===== config.mk =====
export PLATFORM = sky130hd
export DESIGN_NAME = toggle_poll_ctrl
export DESIGN_NICKNAME = d
export VERILOG_FILES = /design/src/rtl/tpoll_pkg.sv /design/src/rtl/tpoll_toggle.sv /design/src/rtl/tpoll_wdog.sv /design/src/rtl/tpoll_seq.sv /design/src/rtl/toggle_poll_ctrl.sv
export SDC_FILE = /design/constraint.sdc
export NUM_CORES = 1
export LEC_CHECK = 0
export CAP_MARGIN = 30
export CORE_MARGIN = 10
export CORE_UTILIZATION = 42
export DETAILED_ROUTE_END_ITERATION = 7
export PLACE_DENSITY = 0.71
export SLEW_MARGIN = 20
export SYNTH_ARGS = -nofsm -noshare
export SYNTH_HDL_FRONTEND = slang
export SYNTH_HIERARCHICAL = 1
export SYNTH_SLANG_ARGS = --single-unit

===== constraint.sdc =====
create_clock -name clk -period 5.3 [get_ports clk]
set_input_delay 1.06 -clock clk [delete_from_list [all_inputs] [get_ports clk]]
set_output_delay 1.06 -clock clk [all_outputs]
set_load 0.02 [all_outputs]

===== src/rtl/tpoll_pkg.sv =====
package tpoll_pkg;
  localparam int DATA_W  = 8;
  localparam int TOG_BIT = 6;
  localparam int ERR_BIT = 5;
  localparam int RES_N   = 4;

  typedef enum logic [2:0] {
    ST_IDLE,
    ST_REF,
    ST_POLL,
    ST_RECHK,
    ST_VERIFY
  } tp_state_e;

  // one-hot result positions
  localparam int RES_PASS = 0;
  localparam int RES_ERR  = 1;
  localparam int RES_VER  = 2;
  localparam int RES_WDG  = 3;
endpackage


===== src/rtl/tpoll_toggle.sv =====
module tpoll_toggle
  import tpoll_pkg::*;
#(
  parameter int DW  = DATA_W,
  parameter int BIT = TOG_BIT
) (
  input  logic          clk,
  input  logic          rst_n,
  input  logic          cap_i,
  input  logic [DW-1:0] data_i,
  output logic          toggled_o
);
  logic ref_q, ref_d;

  always_comb begin
    ref_d = ref_q;
    if (cap_i) ref_d = data_i[BIT];
  end

  always_ff @(posedge clk or negedge rst_n) begin
    if (!rst_n) ref_q <= 1'b0;
    else        ref_q <= ref_d;
  end

  assign toggled_o = data_i[BIT] ^ ref_q;
endmodule


===== src/rtl/tpoll_wdog.sv =====
module tpoll_wdog #(
  parameter int CW = 8
) (
  input  logic          clk,
  input  logic          rst_n,
  input  logic          clr_i,
  input  logic          inc_i,
  input  logic [CW-1:0] lim_i,
  output logic          last_o
);
  logic [CW-1:0] cnt_q, cnt_d;
  logic [CW:0]   cnt_nx;

  assign cnt_nx = {1'b0, cnt_q} + {{CW{1'b0}}, 1'b1};
  assign last_o = (cnt_nx >= {1'b0, lim_i});

  always_comb begin
    cnt_d = cnt_q;
    if (clr_i)      cnt_d = '0;
    else if (inc_i) cnt_d = cnt_nx[CW-1:0];
  end

  always_ff @(posedge clk or negedge rst_n) begin
    if (!rst_n) cnt_q <= '0;
    else        cnt_q <= cnt_d;
  end


  cnt_bound_chk: assert property (@(posedge clk) disable iff (!rst_n)
    (cnt_q <= lim_i) || (lim_i == '0 && cnt_q == '0));
endmodule


===== src/rtl/tpoll_seq.sv =====
module tpoll_seq
  import tpoll_pkg::*;
#(
  parameter int AW = 16,
  parameter int CW = 8
) (
  input  logic              clk,
  input  logic              rst_n,
  input  logic              start_i,
  input  logic [AW-1:0]     addr_i,
  input  logic [DATA_W-1:0] exp_i,
  input  logic              erase_i,
  input  logic              ver_i,
  input  logic [CW-1:0]     max_i,
  input  logic              rd_ack_i,
  input  logic [DATA_W-1:0] rd_data_i,
  input  logic              toggled_i,
  input  logic              wd_last_i,
  output logic              rd_req_o,
  output logic [AW-1:0]     rd_addr_o,
  output logic              busy_o,
  output logic              done_o,
  output logic [RES_N-1:0]  res_o,
  output logic              cap_o,
  output logic              wd_clr_o,
  output logic              wd_inc_o,
  output logic [CW-1:0]     wd_lim_o
);
  tp_state_e         st_q, st_d;
  logic [AW-1:0]     addr_q, addr_d;
  logic [DATA_W-1:0] exp_q, exp_d;
  logic              erase_q, erase_d, ver_q, ver_d;
  logic [CW-1:0]     lim_q, lim_d;
  logic              done_q, done_d;
  logic [RES_N-1:0]  res_q, res_d;
  logic              accept;

  assign accept = (st_q == ST_IDLE) && start_i;

  always_comb begin
    st_d     = st_q;
    addr_d   = addr_q;
    exp_d    = exp_q;
    erase_d  = erase_q;
    ver_d    = ver_q;
    lim_d    = lim_q;
    done_d   = 1'b0;
    res_d    = res_q;
    cap_o    = 1'b0;
    wd_inc_o = 1'b0;
    wd_clr_o = accept;
    case (st_q)
      ST_IDLE: begin
        if (start_i) begin
          st_d    = ST_REF;
          addr_d  = addr_i;
          exp_d   = exp_i;
          erase_d = erase_i;
          ver_d   = ver_i;
          lim_d   = max_i;
          res_d   = '0;
        end
      end
      ST_REF: begin
        if (rd_ack_i) begin
          cap_o = 1'b1;
          st_d  = ST_POLL;
        end
      end
      ST_POLL: begin
        if (rd_ack_i) begin
          if (!toggled_i) begin
            if (!erase_q && ver_q) begin
              st_d = ST_VERIFY;
            end else begin
              st_d = ST_IDLE; done_d = 1'b1; res_d[RES_PASS] = 1'b1;
            end
          end else if (rd_data_i[ERR_BIT]) begin
            cap_o = 1'b1;
            st_d  = ST_RECHK;
          end else if (wd_last_i) begin
            st_d = ST_IDLE; done_d = 1'b1; res_d[RES_WDG] = 1'b1;
          end else begin
            cap_o    = 1'b1;
            wd_inc_o = 1'b1;
          end
        end
      end
      ST_RECHK: begin
        if (rd_ack_i) begin
          if (toggled_i) begin
            st_d = ST_IDLE; done_d = 1'b1; res_d[RES_ERR] = 1'b1;
          end else if (!erase_q && ver_q) begin
            st_d = ST_VERIFY;
          end else begin
            st_d = ST_IDLE; done_d = 1'b1; res_d[RES_PASS] = 1'b1;
          end
        end
      end
      ST_VERIFY: begin
        if (rd_ack_i) begin
          st_d   = ST_IDLE;
          done_d = 1'b1;
          if (rd_data_i == exp_q) res_d[RES_PASS] = 1'b1;
          else                    res_d[RES_VER]  = 1'b1;
        end
      end
      default: st_d = ST_IDLE;
    endcase
  end

  always_ff @(posedge clk or negedge rst_n) begin
    if (!rst_n) begin
      st_q    <= ST_IDLE;
      addr_q  <= '0;
      exp_q   <= '0;
      erase_q <= 1'b0;
      ver_q   <= 1'b0;
      lim_q   <= '0;
      done_q  <= 1'b0;
      res_q   <= '0;
    end else begin
      st_q   <= st_d;
      done_q <= done_d;
      res_q  <= res_d;
      if (accept) begin
        addr_q  <= addr_d;
        exp_q   <= exp_d;
        erase_q <= erase_d;
        ver_q   <= ver_d;
        lim_q   <= lim_d;
      end
    end
  end

  assign busy_o    = (st_q != ST_IDLE);
  assign rd_req_o  = busy_o;
  assign rd_addr_o = addr_q;
  assign done_o    = done_q;
  assign res_o     = res_q;
  assign wd_lim_o  = lim_q;


  done_pulse_chk: assert property (@(posedge clk) disable iff (!rst_n)
    done_o |=> !done_o);

  one_result_chk: assert property (@(posedge clk) disable iff (!rst_n)
    done_o |-> ($countones(res_o) == 1 && !busy_o));

  res_hold_chk: assert property (@(posedge clk) disable iff (!rst_n)
    (!busy_o && !start_i) |=> $stable(res_o));

  addr_hold_chk: assert property (@(posedge clk) disable iff (!rst_n)
    (busy_o && start_i) |=> $stable(rd_addr_o));

  err_path_chk: assert property (@(posedge clk) disable iff (!rst_n)
    $rose(res_o[RES_ERR]) |-> $past(st_q == ST_RECHK));

  ver_path_chk: assert property (@(posedge clk) disable iff (!rst_n)
    $rose(res_o[RES_VER]) |-> $past(st_q == ST_VERIFY && !erase_q));
endmodule


===== src/rtl/toggle_poll_ctrl.sv =====
module toggle_poll_ctrl
  import tpoll_pkg::*;
#(
  parameter int ADDR_W = 16,
  parameter int CNT_W  = 8
) (
  input  logic              clk,
  input  logic              rst_n,
  input  logic              start_i,
  input  logic [ADDR_W-1:0] addr_i,
  input  logic [7:0]        exp_data_i,
  input  logic              erase_i,
  input  logic              verify_en_i,
  input  logic [CNT_W-1:0]  max_polls_i,
  output logic              rd_req_o,
  output logic [ADDR_W-1:0] rd_addr_o,
  input  logic              rd_ack_i,
  input  logic [7:0]        rd_data_i,
  output logic              busy_o,
  output logic              done_o,
  output logic              pass_o,
  output logic              fail_error_o,
  output logic              fail_verify_o,
  output logic              fail_watchdog_o
);
  logic             cap, toggled, wd_clr, wd_inc, wd_last;
  logic [CNT_W-1:0] wd_lim;
  logic [RES_N-1:0] res;

  tpoll_seq #(.AW(ADDR_W), .CW(CNT_W)) seq_i (
    .clk(clk), .rst_n(rst_n), .start_i(start_i), .addr_i(addr_i),
    .exp_i(exp_data_i), .erase_i(erase_i), .ver_i(verify_en_i),
    .max_i(max_polls_i), .rd_ack_i(rd_ack_i), .rd_data_i(rd_data_i),
    .toggled_i(toggled), .wd_last_i(wd_last), .rd_req_o(rd_req_o),
    .rd_addr_o(rd_addr_o), .busy_o(busy_o), .done_o(done_o),
    .res_o(res), .cap_o(cap), .wd_clr_o(wd_clr), .wd_inc_o(wd_inc),
    .wd_lim_o(wd_lim)
  );

  tpoll_toggle #(.DW(DATA_W), .BIT(TOG_BIT)) tog_i (
    .clk(clk), .rst_n(rst_n), .cap_i(cap), .data_i(rd_data_i),
    .toggled_o(toggled)
  );

  tpoll_wdog #(.CW(CNT_W)) wdog_i (
    .clk(clk), .rst_n(rst_n), .clr_i(wd_clr), .inc_i(wd_inc),
    .lim_i(wd_lim), .last_o(wd_last)
  );

  assign pass_o          = res[RES_PASS];
  assign fail_error_o    = res[RES_ERR];
  assign fail_verify_o   = res[RES_VER];
  assign fail_watchdog_o = res[RES_WDG];


  req_in_run_chk: assert property (@(posedge clk) disable iff (!rst_n)
    rd_req_o |-> busy_o);
endmodule


Word-level counts from Yosys, hierarchy flattened
Cells that the tools add are included.
{ "word_totals": {"regBits": 51, "inputBits": 46} }
{ "classes": {"n_addsub": 1, "magnitude_cmp": 1, "n_eq_ne": 17, "mux": 49, "n_bitwise": 1, "reduce_logical": 16} }
{ "op_table": {"columns": ["op", "count"], "rows": [
  ["$mux 3", 10],
  ["$mux 1", 28],
  ["$reduce_and 6->1", 3],
  ["$mux 8", 2],
  ["$pmux 3 s5", 1],
  ["$ne 2x2->1 const B", 7],
  ["$add 8x1->9 const B", 1],
  ["$ge 9x8->1", 1],
  ["$eq 8x8->1", 1],
  ["$ne 2x1->1 const B", 4],
  ["$pmux 1 s2", 4],
  ["$reduce_and 4->1", 2],
  ["$reduce_bool 2->1", 4],
  ["$eq 3x2->1 const B", 2],
  ["$mux 4", 1],
  ["$ne 4x4->1 const B", 1],
  ["$pmux 1 s4", 1],
  ["$reduce_bool 4->1", 1],
  ["$eq 3x1->1 const B", 1],
  ["$eq 3x3->1 const B", 1],
  ["$logic_not 3->1", 1],
  ["$pmux 1 s3", 1],
  ["$reduce_and 3->1", 1],
  ["$reduce_bool 3->1", 1],
  ["4 further kinds", 5]
]} }

Logic depth before layout (Yosys ltp)
{ "logic_depth": {"word_depth": 9, "depth_mapped": 15, "depth_no_buf": 14} }

Hierarchy
Netlist, hierarchy kept.
{ "modules_own_cells": {"columns": ["module", "instances", "cells_each", "area_per_inst_um2", "seq_area_each_um2"], "rows": [
  ["tpoll_seq", 1, 211, 1873.0, 1051.0],
  ["tpoll_wdog", 1, 76, 651.9, 200.2],
  ["tpoll_toggle", 1, 3, 48.8, 25.0]
]} }

Least setup slack after synthesis
No wires, ideal clock.
{ "synth_path": {"kind": "register to register", "start": "register wdog_i.cnt_q[0]", "end": "register tog_i.ref_q", "setup_time_ns": 0.125, "arrival_ns": 2.826, "required_ns": 5.175, "slack_ns": 2.349, "stages_incl_launch_ff": 14, "period_less_slack_ns": 2.951, "cell_sequence": "dfrtp_1 ha_1 nand3_1 nor2_1 xor2_1 ha_1 a21oi_1 nand2_1 a221oi_1 o21ai_0 a211o_1 a21oi_1 and2_1 mux2_4"} }
{ "synth_between": {"elab_chain_len": 7} }
{ "synth_lines": {"columns": ["element", "line", "text"], "rows": [
  ["start, declared", "tpoll_wdog.sv:11", "logic [CW-1:0] cnt_q, cnt_d;"],
  ["start signal, assigned", "tpoll_wdog.sv:25", "else cnt_q <= cnt_d;"],
  ["$add 8x1->9", "tpoll_wdog.sv:14", "assign cnt_nx = {1'b0, cnt_q} + {{CW{1'b0}}, 1'b1};"],
  ["$ge 9x8->1", "tpoll_wdog.sv:15", "assign last_o = (cnt_nx >= {1'b0, lim_i});"],
  ["net wd_last", "toggle_poll_ctrl.sv:26", "logic cap, toggled, wd_clr, wd_inc, wd_last;"],
  ["$mux 1", "tpoll_seq.sv:81", "end else if (wd_last_i) begin"],
  ["$mux 1", "tpoll_seq.sv:78", "end else if (rd_data_i[ERR_BIT]) begin"],
  ["$mux 1", "tpoll_seq.sv:72", "if (!toggled_i) begin"],
  ["$mux 1", "tpoll_seq.sv:71", "if (rd_ack_i) begin"],
  ["$pmux 1 s2", "tpoll_seq.sv:52", "case (st_q)"],
  ["net cap", "toggle_poll_ctrl.sv:26", null],
  ["end signal, assigned", "tpoll_toggle.sv:22", "else ref_q <= ref_d;"],
  ["end, declared", "tpoll_toggle.sv:13", "logic ref_q, ref_d;"]
]} }
The timed path passes the listed nets, and every way through them passes these cells.
A chain may end at the register's enable or synchronous reset.

Final worst setup path
{ "layout_path": {"start": "register wdog_i.cnt_q[0]", "end": "register wdog_i.cnt_q[6]"} }
{ "layout_between": {"elab_chain_len": 8} }
{ "layout_lines": {"columns": ["element", "line"], "rows": [
  ["$add 8x1->9", "tpoll_wdog.sv:14"],
  ["$ge 9x8->1", "tpoll_wdog.sv:15"],
  ["net wd_last", "toggle_poll_ctrl.sv:26"],
  ["$mux 1", "tpoll_seq.sv:81"],
  ["$mux 1", "tpoll_seq.sv:78"],
  ["$mux 1", "tpoll_seq.sv:72"],
  ["$mux 1", "tpoll_seq.sv:71"],
  ["$mux 1", "tpoll_seq.sv:52"],
  ["net wd_inc", "toggle_poll_ctrl.sv:26"],
  ["$reduce_bool 2->1 (no line)", null]
]} }
The timed path passes the listed nets, and every way through them passes these cells. The select of a mux whose other input is x is not followed.

==> metrics.md <==
| Metric | Value |
|---|---|
| Outcome | `complete, no violations` |
| Crit path to | `wdog_i/cnt_q[6]` |
| Core area | `5920 µm²` |
| Layout cells sized above 1 | `0.0534` |
| Placer congestion estimate | `0.900` |
| Nets | `410` |
| Fill cell count | `536` |
| CTS Hold Buffers Added | `0` |
| Number of synthesized flops with an enable pin | `0` |
| R2r startpoint | `wdog_i/cnt_q[0]` |
| Synth Area per Inst | `8.87 µm²` |
| First-pass GRT wire length | `10,400 µm` |
| Final ANT Viol Nets | `0` |
| Post-CTS Setup Inserts | `0` |
| Clock tree buffer depth | `2` |
| 1st-pass router iterations | `4` |
| Initial Utilization | `0.435` |
| Dpl cell area | `3300 µm²` |
| Post-Synth Simple-Gate Area | `0.261` |
| Post-DP HPWL | `4430 µm` |
| Max Freq | `0.286 GHz` |
| Critical Path Sink Type | `register` |
| CP Depth | `13` |
| Reg area | `1280 µm²` |
| Aggregate routed wire length | `6100 µm` |
| CP required | `5.52 ns` |
| Ports | `69` |
| Xor/xnor cell area share of the yosys netlist | `0.0715` |
| Max cap viols | `0` |
| Finish-stage setup viols | `0` |
| # rows | `28` |
| GRT overflow | `0` |
| Post-synth top cells | `nand2_1, dfrtp_1, nor2_1, xor2_1, inv_1` |
| Setup Total Neg Slack | `0 ns` |
| Clock Skews | `0.00578 ns` |
| Total Power | `1.65 mW` |
| Largest area contributor in the netlist | `dfrtp_1` |
| Min Hold Slack | `0.472 ns` |
| Worst VDD drop | `276 µV` |
| CP cell instances | `ha_1 -> nand3_1 -> nor2_1 -> xor2_1 -> ha_1 -> a21oi_1 -> nand2_1 -> a221oi_1 -> o21ai_0 -> nor2_1 -> nand4_1 -> or3_1 -> a21oi_1` |
| Setup Crit Path Kind | `reg -> reg` |
| Flops & latches, synth | `51` |
| HP Class | `reg -> reg` |
| Crit-path slowest cell | `dfrtp_1` |
| GRT Resource Usage Total | `0.127` |
| Critical path launch point type | `register` |
| N_diodes | `0` |
| Main combinational cell family by area after synthesis | `simple AND/OR/NAND/NOR gates` |
| Syn Nets | `345` |
| Clk sinks | `51` |
| Multi-input combinational cell area | `1180 µm²` |
| Latest clock arrival within the worst-skew pair | `0.30 ns` |
| Crit path max-delay family | `simple AND/OR/NAND/NOR gates` |
| Total CTS buffers | `5` |
| Cells after Synth | `290` |
| CP startpoint | `wdog_i/cnt_q[0]` |
| Most frequent cell after synthesis | `nand2_1` |
| CTS tree | `yes` |
| Synth Area in Adders | `0.0438` |
| Synth Area in Compound Gates | `0.0671` |
| Final Hold Vio Count | `0` |
| Final period util | `0.660` |
| Area delta synth->final | `31.5%` |
| Die Wd | `98.3 µm` |
| Reg-to-reg slack, setup | `1.80 ns` |
| Sequential-to-total area share from yosys stat | `0.496` |
| R2R Path End | `wdog_i/cnt_q[6]` |
| Final min period | `3.50 ns` |
| Synth top area share | `0.496` |
| WP buf/inv | `0` |
| Post-CTS resize count | `0` |
| Initial antenna violation count | `0` |
| Routed vias | `2,070` |
| CP max FO | `6` |
| Vias per inst | `4.80` |
| RSZ-0062 raised after global routing | `false` |
| Layout Utilization | `0.571` |
| Worst slew margin | `0.501` |
| Critical path arrival | `3.72 ns` |
| Die height | `98.3 µm` |
| CTS clk-pin slew, worst paths | `0.09 ns` |
| H-Tree Depth | `2` |
| Mux cell area share after synthesis | `0.0175` |
| Ys flop type | `dfrtp_1` |
| DR WL/cell | `14.1 µm` |
| Port Buf Inserts | `68` |
| Design area | `3380 µm²` |
| Leakage power | `1.64 nW` |
| Number of global-route vias before repair | `2,165` |
| Initial DRC Count | `66` |
| Library cells used by synthesis | `41` |
| Worst r2r path cells | `13` |
| DRC viols | `0` |
| Top post-synthesis cells by area | `dfrtp_1, nand2_1, xor2_1` |
| Delay of the slowest cell on the worst path | `0.45 ns` |
| Die area | `9660 µm²` |
| Pins over their slew limit | `0` |
| Syn. warnings | `6` |
| CTS Root Cell | `clkbuf_8` |
| Worst Max-Slew Pin Slew | `0.748 ns` |
| Largest net degree at the start of global routing | `52` |
| Asr flop ratio synth | `1.00` |
| Syn Std Cell Area | `2570 µm²` |
| Cell area power density | `487 nW/µm²` |
==> cells in the final DEF (no fill, tap or decap), types with 2 or more instances in the layout <==
master,n
mux2i_1,3
nand2b_4,2
xnor2_1,6
nand4_1,3
nor2b_1,2
o21ai_0,5
clkbuf_8,5
buf_4,2
ha_1,9
nor3_2,2
nand3_1,4
clkdlybuf4s50_1,67
a21oi_1,7
inv_1,13
nor2_1,17
a2bb2oi_1,2
nand2_1,113
xor2_1,15
and2_1,2
nor3_1,2
dfrtp_1,51
nor4_1,2
a211oi_1,2
==> kinds of logic (layout without fill, tap and decap cells) <==
logic type,Yosys count,after routing
adders and majority gates,9,9
DFF,51,51
buffers and inverters,26,92
xor gates and xnor gates,21,21
AOI/OAI and AO/OA,24,24
and+or+nand+nor,155,155
muxes,4,4
==> worst register-to-register path, cell delays in order (launching register included) <==
cell      delay (ns)
dfrtp_1         0.45
ha_1            0.27
nand3_1         0.16
nor2_1          0.16
xor2_1          0.15
ha_1            0.26
a21oi_1         0.14
nand2_1         0.07
a221oi_1        0.29
o21ai_0         0.29
nor2_1          0.45
nand4_1         0.21
or3_1           0.35
a21oi_1         0.15
==> worst min-delay path by stage <==
stage                         endpoint          startpoint  cells past startpoint  slack (ns)
floorplan                  seq_i/ver_q         seq_i/ver_q                      2        0.44
global placement           seq_i/ver_q         seq_i/ver_q                      2        0.45
detailed placement         seq_i/ver_q         seq_i/ver_q                      2        0.46
CTS                        seq_i/ver_q         seq_i/ver_q                      2        0.48
global route        seq_i/rd_addr_o[5]  seq_i/rd_addr_o[5]                      2        0.50
finish                     seq_i/ver_q         seq_i/ver_q                      2        0.47
==> area by class of cell <==
cell class | instances | area share
clock inverter | 2 | 0.00370
tap | 75 | 0.0277
clock buffer | 6 | 0.0214
sequential | 51 | 0.377
multi-input combinational | 213 | 0.350
inverter | 14 | 0.0155
timing repair buffer | 70 | 0.204
==> metrics by stage <==
step,setup slack (ns),cells
after floorplan,2.35,290
after detailed placement,1.72,423
after global placement,1.90,423
after CTS,1.86,431
after global routing,1.46,431
final,1.80,431
==> flip-flops by register name, summed over array words and instances (netlist names) <==
register and flops:
seq_i/rd_addr_o 16, seq_i/exp_q 8, seq_i/wd_lim_o 8, wdog_i/cnt_q 8
seq_i/res_o 4, seq_i/st_q 3, seq_i/done_o 1, seq_i/erase_q 1
seq_i/ver_q 1, tog_i/ref_q 1
==> per-layer routing <==
metal  vias up  track usage  share of wire
li1       1059            -              -
met1       945        0.156           0.45
met2        60        0.198           0.46
met3         6       0.0543          0.080
met4         0       0.0375         0.0082
met5         -            0              0
==> where the power goes <==
part | internal, mW | switching [mW]
Sequential | 0.542 | 0.0997
Clock | 0.0926 | 0.127
Combinational | 0.352 | 0.433
Total | 0.986 | 0.660
Note: power is estimated with default switching activity, not from simulation.
